<file path="config.mk">
export PLATFORM = sky130hd
export DESIGN_NAME = sync_pulse_conditioner
export DESIGN_NICKNAME = d
export VERILOG_FILES = /design/src/rtl/sync_cond_pkg.sv /design/src/rtl/sync_cond_ctrl.sv /design/src/rtl/sync_cond_dp.sv /design/src/rtl/sync_pulse_conditioner.sv
export SDC_FILE = /design/constraint.sdc
export NUM_CORES = 1
export LEC_CHECK = 0
export BUFFER_PORTS_ARGS = -buffer_cell sky130_fd_sc_hd__buf_2
export CORE_AREA = 2 2 59 61
export DETAILED_ROUTE_END_ITERATION = 6
export DIE_AREA = 0 0 61 63
export PLACE_DENSITY_LB_ADDON = 0.25
export SETUP_SLACK_MARGIN = 0.02
export SLEW_MARGIN = 15
export SYNTH_ARGS = -nofsm -noshare
export SYNTH_HDL_FRONTEND = slang
export SYNTH_HIERARCHICAL = 1
export SYNTH_SLANG_ARGS = --single-unit
</file>
<file path="constraint.sdc">
create_clock -name clk -period 2 [get_ports clk]
set_clock_uncertainty 0.15 [all_clocks]
set_input_delay 0.1 -clock clk [delete_from_list [all_inputs] [get_ports clk]]
set_output_delay 0.1 -clock clk [all_outputs]
set_load 0.01 [all_outputs]
</file>
<file path="src/rtl/sync_cond_pkg.sv">
package sync_cond_pkg;
  localparam int NUM_SRC = 3;
  localparam int SRC_W   = 2;
  localparam int DIV_W   = 3;

  typedef struct packed {
    logic [SRC_W-1:0] src;
    logic             pol;
    logic [DIV_W-1:0] div;
  } cfg_t;

  typedef struct packed {
    logic clrCnt;
    logic swFire;
  } strobe_t;

  localparam cfg_t CFG_RESET = '{src: 2'b10, pol: 1'b0, div: '0};
endpackage

</file>
<file path="src/rtl/sync_cond_ctrl.sv">
module sync_cond_ctrl
  import sync_cond_pkg::*;
(
  input  logic    clk,
  input  logic    rstN,
  input  logic    cfgWr,
  input  cfg_t    cfgIn,
  input  logic    cntEn,
  input  logic    swReq,
  output cfg_t    cfgQ,
  output strobe_t strb
);
  logic [DIV_W-1:0] prevDiv;
  logic             swQ;

  always_ff @(posedge clk or negedge rstN) begin
    if (!rstN) begin
      cfgQ    <= CFG_RESET;
      prevDiv <= CFG_RESET.div;
      swQ     <= 1'b0;
    end else begin
      if (cfgWr && !cntEn) cfgQ <= cfgIn;
      prevDiv <= cfgQ.div;
      swQ     <= swReq;
    end
  end

  always_comb begin
    strb.clrCnt = !cntEn || (cfgQ.div != prevDiv);
    strb.swFire = swQ;
  end

  // configuration cannot move while counting is enabled
  p_cfg_frozen_r5: assert property (@(posedge clk) disable iff (!rstN)
    cntEn |=> $stable(cfgQ));

  // software event never persists without a new request
  p_sw_selfclear_r4: assert property (@(posedge clk) disable iff (!rstN)
    !swReq |=> !strb.swFire);
endmodule

</file>
<file path="src/rtl/sync_cond_dp.sv">
module sync_cond_dp
  import sync_cond_pkg::*;
#(
  parameter int SYNC_STAGES = 2
) (
  input  logic               clk,
  input  logic               rstN,
  input  logic [NUM_SRC-1:0] syncRaw,
  input  cfg_t               cfg,
  input  strobe_t            strb,
  output logic               syncPulse
);
  localparam int CNT_W = (1 << DIV_W) - 1;

  logic [NUM_SRC-1:0] curV, prvV;
  logic               cur, prv, evt;
  logic [CNT_W-1:0]   count;
  logic [CNT_W:0]     lim;
  logic               divPulse;

  for (genvar i = 0; i < NUM_SRC; i++) begin : g_sync
    logic [SYNC_STAGES:0] sh;
    always_ff @(posedge clk or negedge rstN) begin
      if (!rstN) sh <= '0;
      else       sh <= {sh[SYNC_STAGES-1:0], syncRaw[i]};
    end
    assign curV[i] = sh[SYNC_STAGES-1];
    assign prvV[i] = sh[SYNC_STAGES];
  end

  always_comb begin
    cur = 1'b0;
    prv = 1'b0;
    for (int i = 0; i < NUM_SRC; i++) begin
      if (cfg.src == SRC_W'(i)) begin
        cur = curV[i];
        prv = prvV[i];
      end
    end
    evt = cfg.pol ? (prv && !cur) : (cur && !prv);
    lim = ({{CNT_W{1'b0}}, 1'b1} << cfg.div) - 1'b1;
  end

  always_ff @(posedge clk or negedge rstN) begin
    if (!rstN) begin
      count    <= '0;
      divPulse <= 1'b0;
    end else if (strb.clrCnt) begin
      count    <= '0;
      divPulse <= 1'b0;
    end else if (evt) begin
      if ({1'b0, count} == lim) begin
        count    <= '0;
        divPulse <= 1'b1;
      end else begin
        count    <= count + 1'b1;
        divPulse <= 1'b0;
      end
    end else begin
      divPulse <= 1'b0;
    end
  end

  assign syncPulse = divPulse | strb.swFire;

  // the reserved code yields no events
  p_reserved_quiet_r7: assert property (@(posedge clk) disable iff (!rstN)
    (cfg.src == 2'b11) |-> !evt);

  // the count never passes the terminal value of the active divider
  p_count_range_r3: assert property (@(posedge clk) disable iff (!rstN)
    !strb.clrCnt |-> ({1'b0, count} <= lim));

  // a divided pulse is always caused by an event on the previous edge
  p_pulse_from_event_r3: assert property (@(posedge clk) disable iff (!rstN)
    $rose(divPulse) |-> $past(evt));

  // clearing empties the prescaler on the next edge
  p_clear_empty_r8: assert property (@(posedge clk) disable iff (!rstN)
    strb.clrCnt |=> (count == '0) && !divPulse);
endmodule

</file>
<file path="src/rtl/sync_pulse_conditioner.sv">
module sync_pulse_conditioner
  import sync_cond_pkg::*;
#(
  parameter int SYNC_STAGES = 2
) (
  input  logic               clk,
  input  logic               rstN,
  input  logic [NUM_SRC-1:0] syncRaw,
  input  logic               swReq,
  input  logic               cfgWr,
  input  logic [SRC_W-1:0]   cfgSrcIn,
  input  logic               cfgPolIn,
  input  logic [DIV_W-1:0]   cfgDivIn,
  input  logic               cntEn,
  output logic               syncPulse,
  output logic [SRC_W-1:0]   curSrc,
  output logic               curPol,
  output logic [DIV_W-1:0]   curDiv
);
  cfg_t    cfgIn, cfgQ;
  strobe_t strb;

  assign cfgIn = '{src: cfgSrcIn, pol: cfgPolIn, div: cfgDivIn};

  sync_cond_ctrl u_ctrl (
    .clk(clk), .rstN(rstN), .cfgWr(cfgWr), .cfgIn(cfgIn),
    .cntEn(cntEn), .swReq(swReq), .cfgQ(cfgQ), .strb(strb)
  );

  sync_cond_dp #(.SYNC_STAGES(SYNC_STAGES)) u_dp (
    .clk(clk), .rstN(rstN), .syncRaw(syncRaw), .cfg(cfgQ),
    .strb(strb), .syncPulse(syncPulse)
  );

  assign curSrc = cfgQ.src;
  assign curPol = cfgQ.pol;
  assign curDiv = cfgQ.div;
endmodule

</file>
# Word-level counts from Yosys, hierarchy flattened
# Cells that the tools add are included.
[word_totals]
input_bits = 14
n_memories = 0
reg_bits = 27
latchBits = 0
ram_bits = 0
output_inout_bits = 7
romBits = 0
elab_cells = 40
[classes]
mul = 0
div_mod_pow = 0
shifts = 1
add_sub_neg = 2
bitwise_logic = 1
mux = 13
reduce_logical = 9
n_eq_ne = 4
order_cmp = 0
[ops]
columns = ["cell", "n"]
rows = [
  ["2-to-1 mux 7 bit", 3],
  ["2-to-1 mux 1 bit", 10],
  ["equality test 7 x 8 -> 1 bit", 1],
  ["left shift 1 x 3 -> 8 bit, first input constant", 1],
  ["subtractor 8 x 1 -> 8 bit, second input constant", 1],
  ["adder 7 x 1 -> 7 bit, second input constant", 1],
  ["logical AND 1 bit", 3],
  ["zero test 1 bit", 3],
  ["!= test 3 bit", 1],
  ["equality test 2 x 1 -> 1 bit, second input constant", 1],
  ["equality test 2 bit, second input constant", 1],
  ["zero test 2 bit", 1],
  ["nonzero test 2 bit", 1],
  ["logical OR 1 bit", 1],
  ["bitwise OR 1 bit", 1],
]

# Logic depth before layout (Yosys ltp)
# Gate-level depths: netlist of run 1.
[logic_depth]
depth_word = 9
depth_mapped = 7
mapped_depth_nobuf = 6

# By module
# The synthesis of run 1 kept the hierarchy.
[by_module_without_submodules]
columns = ["module", "cells_per_inst", "area_each_um2", "n_inst", "seq_area_each_um2"]
rows = [
  ["sync_cond_dp", 91, 972.2, 1, 425.4],
  ["sync_cond_ctrl", 23, 399.1, 1, 251.5],
]

# Worst setup path before layout of run 1
# Ideal clock, no wire load.
[synth_path]
path_type = "flip-flop to flip-flop"
from = "register u_ctrl/cfgQ[2] (netlist name)"
to = "register u_dp.count[3]"
setup_time_ns = 0.140
period_less_slack_ns = 1.793
required_time_ns = 1.710
path_buffers = 1
arrival_ns = 1.502
slack_ns = 0.207
stages_incl_launch_ff = 7
cell_sequence = "dfrtp_1 -> nor4bb_2 -> a22oi_1 -> a21o_1 -> buf_6 -> o2111ai_1 -> o221ai_1"
[synth_between]
elab_chain_len = 6
word_cells_on_any_way = 9
cone_classes = "add/sub (1); eq/ne (2); shift (1); mux (3); reduce/logical (2)"
[synth_lines]
columns = ["item", "line_no", "text"]
rows = [
  ["left shift 1 x 3 -> 8 bit", "sync_cond_dp.sv:41", "lim = ({{CNT_W{1'b0}}, 1'b1} << cfg.div) - 1'b1;"],
  ["subtractor 8 x 1 -> 8 bit", "sync_cond_dp.sv:41", ""],
  ["equality test 7 x 8 -> 1 bit", "sync_cond_dp.sv:52", "if ({1'b0, count} == lim) begin"],
  ["2-to-1 mux 7 bit", "sync_cond_dp.sv:52", ""],
  ["2-to-1 mux 7 bit", "sync_cond_dp.sv:51", "end else if (evt) begin"],
  ["2-to-1 mux 7 bit", "sync_cond_dp.sv:48", "end else if (strb.clrCnt) begin"],
  ["end signal: assignment", "sync_cond_dp.sv:56", "count <= count + 1'b1;"],
  ["end: declaration", "sync_cond_dp.sv:17", "logic [CNT_W-1:0] count;"],
]
# Parallel ways exist; a longest one is shown, timed or not. The select of a mux whose other input is x is not followed.
# A chain may end at the register's enable or synchronous reset.

# Worst setup path in the final report of run 1
[layout_path]
from = "register u_ctrl/cfgQ[0] (netlist name)"
to = "register u_dp.count[4]"
[layout_between]
elab_chain_len = 6
word_cells_on_any_way = 9
cone_classes = "add/sub (1); eq/ne (2); shift (1); mux (3); reduce/logical (2)"
[layout_lines]
columns = ["item", "line_no"]
rows = [
  ["left shift 1 x 3 -> 8 bit", "sync_cond_dp.sv:41"],
  ["subtractor 8 x 1 -> 8 bit", "sync_cond_dp.sv:41"],
  ["equality test 7 x 8 -> 1 bit", "sync_cond_dp.sv:52"],
  ["2-to-1 mux 7 bit", "sync_cond_dp.sv:52"],
  ["2-to-1 mux 7 bit", "sync_cond_dp.sv:51"],
  ["2-to-1 mux 7 bit", "sync_cond_dp.sv:48"],
]
# Parallel ways exist; a longest one is shown, timed or not. The select of a mux whose other input is x is not followed.

==> results of run 1 <==
-- cells in the final DEF, fill, tap and decap left out, drive strengths merged, types with 2 or more instances in the layout --
cell,count
mux2,6
o2111ai,5
inv,8
a21oi,2
o221ai,4
nand2b,2
nand4,2
o211ai,2
xnor2,5
nand2,5
nor2b,4
clkbuf,3
or3,3
dlygate4sd3,12
nand3,4
o21ai,3
nor4b,2
nor2,6
o311ai,2
buf,26
or2,2
dfrtp,26
-- state kept, by name, indices dropped and copies added (netlist names) --
signal	flops
u_dp/g_sync.sh	9
u_dp/count	7
u_ctrl/cfgQ	6
u_ctrl/prevDiv	3
u_ctrl/swQ	1
u_dp/divPulse	1
-- layout make-up --
| class | count | area (µm²) | share of cell area |
|---|---|---|---|
| timing repair buffer | 38 | 265 | 0.157 |
| clock inverter | 1 | 8.76 | 0.00519 |
| inverter | 7 | 26.3 | 0.0156 |
| sequential | 27 | 682 | 0.404 |
| multi-input combinational | 74 | 627 | 0.371 |
| clock buffer | 3 | 22.5 | 0.0133 |
| tap | 46 | 57.6 | 0.0341 |
-- per-stage QoR --
stage,instance area [µm²],util
after global routing,1690,0.523
after CTS,1670,0.516
after floorplan,1370,-
final,1690,0.523
after global placement,1500,0.465
after detailed placement,1500,0.465
-- metal layers --
metal,GRT usage,part of all wire,vias up
li1,-,-,499
met1,0.185,0.44,514
met2,0.272,0.51,29
met3,0.0373,0.042,2
met4,0.0408,0.0091,0
met5,0,0,-
-- what timing repair did --
action                     CTS  global route
hold endpoints to repair    39             0
resized for setup            2             6
hold buffers                12             0
setup endpoints to repair    5             7
setup buffers                0             2
-- worst reg2reg max path: stages, from the launching register on --
cell and delay (ns):
dfrtp_2 0.50, or3_1 0.39, nand3_1 0.13, a31oi_4 0.18, o21ai_4 0.26, o221ai_1 0.15
-- power groups by stage --
stage          Combinational, W  Sequential [W]  Clock, W
2_1_floorplan          0.000169        0.000647         0
4_1_cts                0.000267        0.000644  0.000266
3_5_place_dp           0.000240        0.000652         0
6_report               0.000278        0.000642  0.000252
3_3_place_gp           0.000235        0.000649         0
5_1_grt                0.000304        0.000651  0.000293
-- logic make-up after synthesis --
group           count (synthesis)  synth area share
mux                             6            0.0657
fa+ha+maj                       1           0.00912
simple gates                   35             0.156
flops                          27             0.494
xor+xnor                        5            0.0319
buf+inv                        13            0.0611
compound gates                 27             0.182
-- final timing paths --
kind                                             endpoint  slack, ns  cells after the start
max in group asynchronous      u_ctrl/cfgQ[3]$_DFFE_PN0P_       1.15                      2
max                             u_dp/count[4]$_DFFE_PN0P_       0.13                      5
min reg2reg                u_dp/g_sync[1].sh[1]$_DFF_PN0_       0.22                      0
max reg2reg                     u_dp/count[4]$_DFFE_PN0P_       0.13                      5
min                           u_ctrl/prevDiv[1]$_DFF_PN0_       0.13                      2
min in group clk               u_ctrl/cfgQ[1]$_DFFE_PN0P_       0.18                      4
==> impl_metrics.csv, run 1 <==
group,metric,value,unit
floorplanning,num_io_pins,21,
floorplanning,core_area,0.00323,mm²
sta,hold_viol_final,0,
pwr,pwr-share-comb,0.237,
global_route,grt_max_degree,28,
yosys,ys_types,43,
pwr,power,0.00117,W
cells_and_area,stdcell_count,196,
detailed_routing,vias_per_cell,5.33,
sta,max_slew_margin,0.611,
pwr,power.internal,0.000816,W
critical_path,start_kind,"flop",
clock_tree,cts.sinks,27,
detailed_routing,drc,0,
yosys,yosysMostFrequentCell,"dfrtp_1",
detailed_routing,num_vias,1044,
detailed_routing,drt_iter0_markers,33,
placement,port_buffers,20,
critical_path,path_cells,"or3_1 > nand3_1 > a31oi_4 > o21ai_4 > o221ai_1",
global_route,grt_pass1_wl,4540,µm
cells_and_area,layout.nets,166,
global_route,globalRouteOverflowTotal,0,
critical_path,cp_max_fo,9,
yosys,ys_seq_area_frac,0.494,
detailed_routing,wire_per_inst,13.5,µm
job,drv_cap,0,
critical_path,critical-path-max-stage-delay,0.50,ns
floorplanning,start_util,0.424,
pwr,swShare,0.304,
detailed_routing,first_pass_iters,4,
min_path,hold_path.class,"in2async",
yosys,syn_inst,114,
yosys,synth_flop_cell,"dfrtp_1",
sta,tightest_slew,0.584,ns
outcome,status,"complete, no violations",
pwr,ir_worst_vdd,0.454,mV
critical_path,required,2.07,ns
yosys,yosys_warnings,6,
critical_path,arrival,1.95,ns
yosys,syn_nets,129,
critical_path,r2r-start,"u_ctrl/cfgQ[0]$_DFFE_PN0P_",
critical_path,crit_buf_inv,0,
yosys,synth_top_area_frac,0.474,
placement,place_inst,178,
yosys,synth-seq-cells,27,
placement,dpl_worst_slack,0.0186,ns
clock_tree,h-tree-depth,1,
yosys,synth_area,0.00137,mm²
yosys,synth.avg_cell_area,12.0,µm²
floorplanning,rows,21,
cells_and_area,syn_to_final_growth,23.2,%
clock_tree,cts_tree,"yes",
clock_tree,clk_pin_slew_worst_paths,0.15,ns
sta,setup_tns,0,ns
critical_path,cp_top_family,"compound AO/OA/AOI/OAI gates",
yosys,yosysTopAreaCell,"dfrtp_1",
sta,setup_viol,0,
yosys,synth-edff-count,0,
clock_tree,cts_buffers,3,
cells_and_area,n_fill_cell,296,
critical_path,worstSetupEndpointType,"flop",
sta,min_period_over_period,0.935,
pwr,p_seq_frac,0.547,
clock_tree,clock_path_buffers,2,
yosys,netlist_top_cells_area,"dfrtp_1, mux2_4, buf_6",
sta,holdWs,0.127,ns
global_route,grt_pass1_vias,1039,
yosys,synth_common_cells,"dfrtp_1, inv_1, mux2_4, nor2_1",
detailed_routing,wl,2640,µm
cells_and_area,diodes,0,
sta,rsz0062_at_grt,"yes",
floorplanning,dieArea,0.00384,mm²
critical_path,cp_slowest_cell,"dfrtp_2",
sta,fmax,534,MHz
placement,hpwl,1840,µm
pwr,leakage,0.703,nW
sta,slew_viol_final,0,
cells_and_area,final_layout_size_suffix_gt1_frac,0.360,
sta,final.setup.worst_slack,0.129,ns
floorplanning,die_h,63,µm
global_route,grt_util_all_layers,0.155,
clock_tree,clock_tree.root_cell,"clkbuf_4",
critical_path,crit_type,"reg2reg",
clock_tree,clk-insertion-delay-late,0.33,ns
sta,min_period,1.87,ns
critical_path,critPathLaunch,"u_ctrl/cfgQ[0]$_DFFE_PN0P_",
placement,gp_congestion,0.794,
pwr,p_sw,0.000356,W
yosys,synthArstFlopShare,1.00,
pwr,clock_power_share,0.215,
global_route,antenna_found_initial,0,
pwr,p_per_area,694,mW/mm²
floorplanning,die_w,61,µm
detailed_routing,ant_nets,0,
Note: power is estimated with default switching activity, not from simulation.
==> run 2: changes to the inputs <==
--- a/config.mk
+++ b/config.mk
@@ -5,10 +5,11 @@
 export SDC_FILE = /design/constraint.sdc
 export NUM_CORES = 1
 export LEC_CHECK = 0
+export ABC_AREA = 1
 export BUFFER_PORTS_ARGS = -buffer_cell sky130_fd_sc_hd__buf_2
-export CORE_AREA = 2 2 59 61
+export CORE_AREA = 2 2 58 60
 export DETAILED_ROUTE_END_ITERATION = 6
-export DIE_AREA = 0 0 61 63
+export DIE_AREA = 0 0 60 62
 export PLACE_DENSITY_LB_ADDON = 0.25
 export SETUP_SLACK_MARGIN = 0.02
 export SLEW_MARGIN = 15
==> impl_metrics.csv, run 2 <==
group,metric,value,unit
outcome,status,"complete, no violations",
floorplanning,rows,21,
critical_path,start_kind,"input port",
pwr,ir_worst_vdd,0.363,mV
clock_tree,post_cts_buffers,0,
cells_and_area,n_fill_cell,287,
global_route,grt_pass1_vias,1034,
detailed_routing,first_pass_iters,4,
global_route,grt.met1_usage,0.203,
detailed_routing,drt_iter0_markers,41,
placement,placed_area,0.00151,mm²
cells_and_area,syn_to_final_growth,27.7,%
global_route,grtUsageMet3,0.0435,
yosys,synth-seq-cells,27,
critical_path,r2r_cells,9,
sta,fmax,535,MHz
yosys,synth.avg_cell_area,8.05,µm²
sta,setup_viol,0,
sta,tightest_slew,0.592,ns
clock_tree,cts_buffers,3,
sta,slew_viol_final,0,
floorplanning,die_h,62,µm
cells_and_area,top_register,"u_dp/g_sync.sh",
sta,rsz0062_at_grt,"no",
job,drv_cap,0,
detailed_routing,ant_nets,0,
floorplanning,die_w,60,µm
yosys,synth_area,0.00136,mm²
global_route,grt_pass1_wl,4320,µm
detailed_routing,num_vias,1196,
detailed_routing,drc,0,
sta,setup_tns,0,ns
clock_tree,h-tree-depth,1,
clock_tree,cts.sinks,27,
critical_path,required,2.08,ns
yosys,synth_top_area_frac,0.478,
clock_tree,clock_tree.root_cell,"clkbuf_4",
min_path,hold_path.class,"in2async",
sta,min_period,1.87,ns
cells_and_area,stdcell_count,258,
placement,place_inst,234,
detailed_routing,vias_per_cell,4.64,
yosys,yosys_warnings,6,
cells_and_area,fin_area,0.00174,mm²
global_route,grt_max_degree,28,
critical_path,critPathLaunch,"cfgPolIn",
critical_path,r2r-start,"u_ctrl/cfgQ[5]$_DFFE_PN1P_",
floorplanning,core_area,0.00318,mm²
placement,gp_congestion,0.803,
global_route,grt_util_all_layers,0.155,
critical_path,worstSetupEndpointType,"flop",
detailed_routing,wl,2680,µm
detailed_routing,wire_per_inst,10.4,µm
yosys,synthArstFlopShare,1.00,
cells_and_area,largest_reg_flops,9,
cells_and_area,diodes,0,
clock_tree,cts_hold_buffers,20,
critical_path,cp_max_fo,1,
cells_and_area,final_layout_size_suffix_gt1_frac,0.184,
clock_tree,clk-insertion-delay-late,0.32,ns
yosys,syn_nets,184,
floorplanning,dieArea,0.00372,mm²
yosys,syn_inst,169,
sta,hold_viol_final,0,
cells_and_area,layout.cells.most_common_list,"nand2_1, dfrtp_1, inv_1",
clock_tree,ctsResizeCount,0,
critical_path,crit_type,"in2reg",
yosys,yosysTopAreaCell,"dfrtp_1",
yosys,synth_common_cells,"nand2_1, dfrtp_1, inv_1",
floorplanning,num_io_pins,21,
global_route,globalRouteOverflowTotal,0,
cells_and_area,mostFrequentLayoutCell,"nand2_1",
critical_path,rr_endpoint,"u_dp/count[3]$_DFFE_PN0P_",
cells_and_area,layout.nets,228,
clock_tree,clk_pin_slew_worst_paths,0.13,ns
pwr,leakage,0.927,nW
critical_path,ff2ff_setup_slack,0.31,ns
global_route,grt_use_met2,0.256,
yosys,yosysMostFrequentCell,"nand2_1",
cells_and_area,reg_top3,"u_dp/g_sync.sh x9, u_dp/count x7, u_ctrl/cfgQ x6",
placement,port_buffers,20,
critical_path,endpoint,"u_ctrl/cfgQ[3]$_DFFE_PN0P_",
placement,hpwl,1900,µm
yosys,ys_seq_area_frac,0.498,
clock_tree,clock_path_buffers,2,
yosys,synth-edff-count,0,
global_route,grt-busiest-layer,"met2",
yosys,synth_flop_cell,"dfrtp_1",
sta,min_period_over_period,0.935,
sta,max_slew_margin,0.605,
pwr,p_per_area,635,mW/mm²
yosys,ys_types,21,
critical_path,arrival,1.95,ns
global_route,antenna_found_initial,0,
clock_tree,cts_tree,"yes",
yosys,netlist_top_cells_area,"dfrtp_1, nand2_1, nand3_1",
floorplanning,start_util,0.428,
==> run 2: critical path: stages <==
cell	delay [ns]
dlygate4sd3_1	0.53
buf_2	0.12
nand3_1	0.07
dlygate4sd3_1	0.55
nand2_1	0.05
dlygate4sd3_1	0.54
==> run 2: where the power goes <==
part | total (W) | internal (W) | switching, W
logic | 0.000252 | 0.000107 | 0.000145
registers | 0.000620 | 0.000582 | 0.0000386
clock network | 0.000231 | 0.0000783 | 0.000153
total | 0.00110 | 0.000767 | 0.000336
==> run 2: worst min-delay path by stage <==
stage / slack [ns] / cells past startpoint / endpoint / startpoint
5_1_grt: 0.18 / 7 / u_dp/count[2]$_DFFE_PN0P_ / cntEn
3_3_place_gp: -0.01 / 1 / u_dp/g_sync[2].sh[0]$_DFF_PN0_ / rstN
2_1_floorplan: -0.35 / 0 / u_ctrl/cfgQ[0]$_DFFE_PN0P_ / rstN
3_5_place_dp: -0.02 / 1 / u_dp/g_sync[2].sh[0]$_DFF_PN0_ / rstN
4_1_cts: 0.14 / 7 / u_dp/count[1]$_DFFE_PN0P_ / cntEn
6_report: 0.15 / 2 / u_dp/g_sync[2].sh[0]$_DFF_PN0_ / rstN
==> run 2: cell type report <==
| cell class | count | area, µm² | share of cell area |
|---|---|---|---|
| Multi-Input combinational cell | 117 | 586 | 0.337 |
| Tap cell | 46 | 57.6 | 0.0331 |
| Sequential cell | 27 | 677 | 0.390 |
| Timing Repair Buffer | 40 | 300 | 0.173 |
| Inverter | 24 | 90.1 | 0.0519 |
| Clock buffer | 4 | 26.3 | 0.0151 |
==> run 2: cell families (layout without fill, tap and decap cells) <==
kind of cell	count (synthesis)	count (layout)	share of synthesized area
adder cells (fa/ha/maj)	1	1	0.00920
AO/OA/AOI/OAI	4	4	0.0175
AND/OR/NAND/NOR	109	109	0.385
flip-flops	27	27	0.498
buffers and inverters	25	68	0.0718
XOR/XNOR	3	3	0.0193
==> run 2: per-layer routing <==
layer  share of wire  wire length (µm)
met1            0.47              1260
met2            0.48              1290
met3           0.037                98
met4          0.0078                21
met5               0                 0
==> run 2: through the flow <==
stage | hold slack [ns] | worst slack (ns) | total power [W] | utilization
after global routing | 0.183 | 0.106 | 0.00117 | 0.546
after CTS | 0.141 | 0.140 | 0.00111 | 0.546
final | 0.151 | 0.131 | 0.00110 | 0.546
after global placement | -0.0107 | 0.409 | 0.000832 | 0.475
after detailed placement | -0.0157 | 0.330 | 0.000839 | 0.475
after floorplan | -0.346 | 0.493 | 0.000766 | -
==> run 3: changes to the inputs <==
==> constraint.sdc (replaced) <==
create_clock -name clk -period 1.8 [get_ports clk]
set_clock_uncertainty 0.15 [all_clocks]
set_input_delay 0.09 -clock clk [delete_from_list [all_inputs] [get_ports clk]]
set_output_delay 0.09 -clock clk [all_outputs]
set_load 0.01 [all_outputs]
==> impl_metrics.csv, run 3 (same netlist as run 2, synthesis figures left out) <==
group,metric,value,unit
outcome,status,"complete, no violations",
critical_path,required,1.88,ns
sta,min_period,1.66,ns
floorplanning,dieArea,0.00372,mm²
placement,port_buffers,20,
clock_tree,cts.sinks,27,
cells_and_area,layout.cells.most_common_list,"nand2_1, dfrtp_1, inv_1",
critical_path,worstSetupEndpointType,"flop",
job,drv_cap,0,
cells_and_area,fin_area,0.00175,mm²
global_route,grt_max_degree,28,
sta,rsz0062_at_grt,"no",
clock_tree,h-tree-depth,1,
floorplanning,start_util,0.428,
sta,setup_tns,0,ns
critical_path,start_kind,"flop",
placement,gp_congestion,0.803,
detailed_routing,drt_iter0_markers,37,
global_route,antenna_found_initial,0,
global_route,globalRouteOverflowTotal,0,
critical_path,arrival,1.74,ns
detailed_routing,vias_per_cell,4.64,
cells_and_area,mostFrequentLayoutCell,"nand2_1",
clock_tree,cts_buffers,3,
cells_and_area,syn_to_final_growth,28.5,%
sta,tightest_slew,0.587,ns
floorplanning,num_io_pins,21,
detailed_routing,drc,0,
floorplanning,die_w,60,µm
cells_and_area,final_layout_size_suffix_gt1_frac,0.212,
pwr,ir_worst_vdd,0.387,mV
cells_and_area,largest_reg_flops,9,
pwr,leakage,0.937,nW
clock_tree,clock_path_buffers,2,
global_route,grt_util_all_layers,0.153,
placement,dpl_worst_slack,0.130,ns
sta,holdWs,0.0125,ns
critical_path,crit_type,"reg2reg",
cells_and_area,stdcell_count,258,
cells_and_area,diodes,0,
sta,max_slew_margin,0.608,
placement,place_inst,234,
global_route,grt_pass1_wl,4280,µm
pwr,p_per_area,704,mW/mm²
min_path,hold_path.class,"in2reg",
clock_tree,cts_tree,"yes",
sta,final.setup.worst_slack,0.136,ns
sta,slew_viol_final,0,
critical_path,ff2ff_setup_slack,0.14,ns
clock_tree,clk-insertion-delay-late,0.33,ns
detailed_routing,wl,2760,µm
clock_tree,clk_pin_slew_worst_paths,0.14,ns
floorplanning,die_h,62,µm
sta,setup_viol,0,
global_route,grt_pass1_vias,1046,
cells_and_area,layout.nets,228,
cells_and_area,top_register,"u_dp/g_sync.sh",
sta,hold_viol_final,0,
placement,placed_area,0.00151,mm²
detailed_routing,first_pass_iters,4,
sta,fmax,601,MHz
detailed_routing,wire_per_inst,10.7,µm
critical_path,cp_max_fo,7,
detailed_routing,num_vias,1198,
cells_and_area,n_fill_cell,286,
detailed_routing,ant_nets,0,
clock_tree,clock_tree.root_cell,"clkbuf_4",
floorplanning,core_area,0.00318,mm²
cells_and_area,reg_top3,"u_dp/g_sync.sh x9, u_dp/count x7, u_ctrl/cfgQ x6",
floorplanning,rows,21,
sta,min_period_over_period,0.925,
placement,hpwl,1900,µm
-- run 3: changes by cell type in the layout (fill, tap and decap cells not counted), sizes merged --
cell | before | now
buf | 20 | 21
dlygate4sd3 | 20 | 18
nand2 | 61 | 62
-- run 3: power breakdown --
| part | total [W] | internal, W | switching [W] |
|---|---|---|---|
| Combinational | 0.000282 | 0.000111 | 0.000171 |
| Sequential | 0.000689 | 0.000647 | 0.0000411 |
| Clock | 0.000260 | 0.0000870 | 0.000173 |
| Total | 0.00123 | 0.000846 | 0.000385 |
-- run 3: layout make-up --
type | count | area, µm² | area share
tap | 46 | 57.6 | 0.0329
clock buffer | 4 | 26.3 | 0.0150
multi-input combinational | 118 | 607 | 0.347
sequential | 27 | 679 | 0.389
inverter | 24 | 90.1 | 0.0515
timing repair buffer | 39 | 288 | 0.165
-- run 3: routing by layer --
metal | GRT usage | part of all wire | up-vias
met3 | 0.0435 | 0.036 | 3
met2 | 0.253 | 0.50 | 21
met5 | 0 | 0 | -
li1 | - | - | 619
met1 | 0.199 | 0.46 | 555
met4 | 0.0413 | 0.0076 | 0
-- run 3: metrics by stage --
| step | total power (W) | util |
|---|---|---|
| final | 0.00123 | 0.550 |
| after global routing | 0.00130 | 0.550 |
| after CTS | 0.00122 | 0.540 |
| after detailed placement | 0.000932 | 0.475 |
| after global placement | 0.000924 | 0.475 |
| after floorplan | 0.000851 | - |
-- run 3: timing repair --
action	in CTS	in global routing
setup endpoints to repair	0	8
hold buffers	18	0
gates resized for setup	0	5
setup buffers	0	1
endpoints found under the hold margin	37	0
-- run 3: worst paths after layout --
check	start	endpoint	cells past startpoint
setup / recovery	u_ctrl/cfgQ[5]$_DFFE_PN1P_	u_dp/count[3]$_DFFE_PN0P_	9
hold / removal	cntEn	u_ctrl/cfgQ[1]$_DFFE_PN0P_	4
setup reg to reg	u_ctrl/cfgQ[5]$_DFFE_PN1P_	u_dp/count[3]$_DFFE_PN0P_	9
hold reg to reg	u_dp/g_sync[2].sh[0]$_DFF_PN0_	u_dp/g_sync[2].sh[1]$_DFF_PN0_	0
max in group asynchronous	rstN	u_ctrl/cfgQ[1]$_DFFE_PN0P_	2
min in group asynchronous	rstN	u_ctrl/cfgQ[4]$_DFFE_PN0P_	2
-- run 3: worst max-delay path: stages, from the launching register on --
cell     delay (ns)
dfstp_2        0.58
inv_1          0.08
nand3_1        0.10
inv_1          0.05
nor2_1         0.14
nand3_2        0.15
nand2_4        0.14
nor2_4         0.06
nand2_1        0.07
nand2_1        0.05
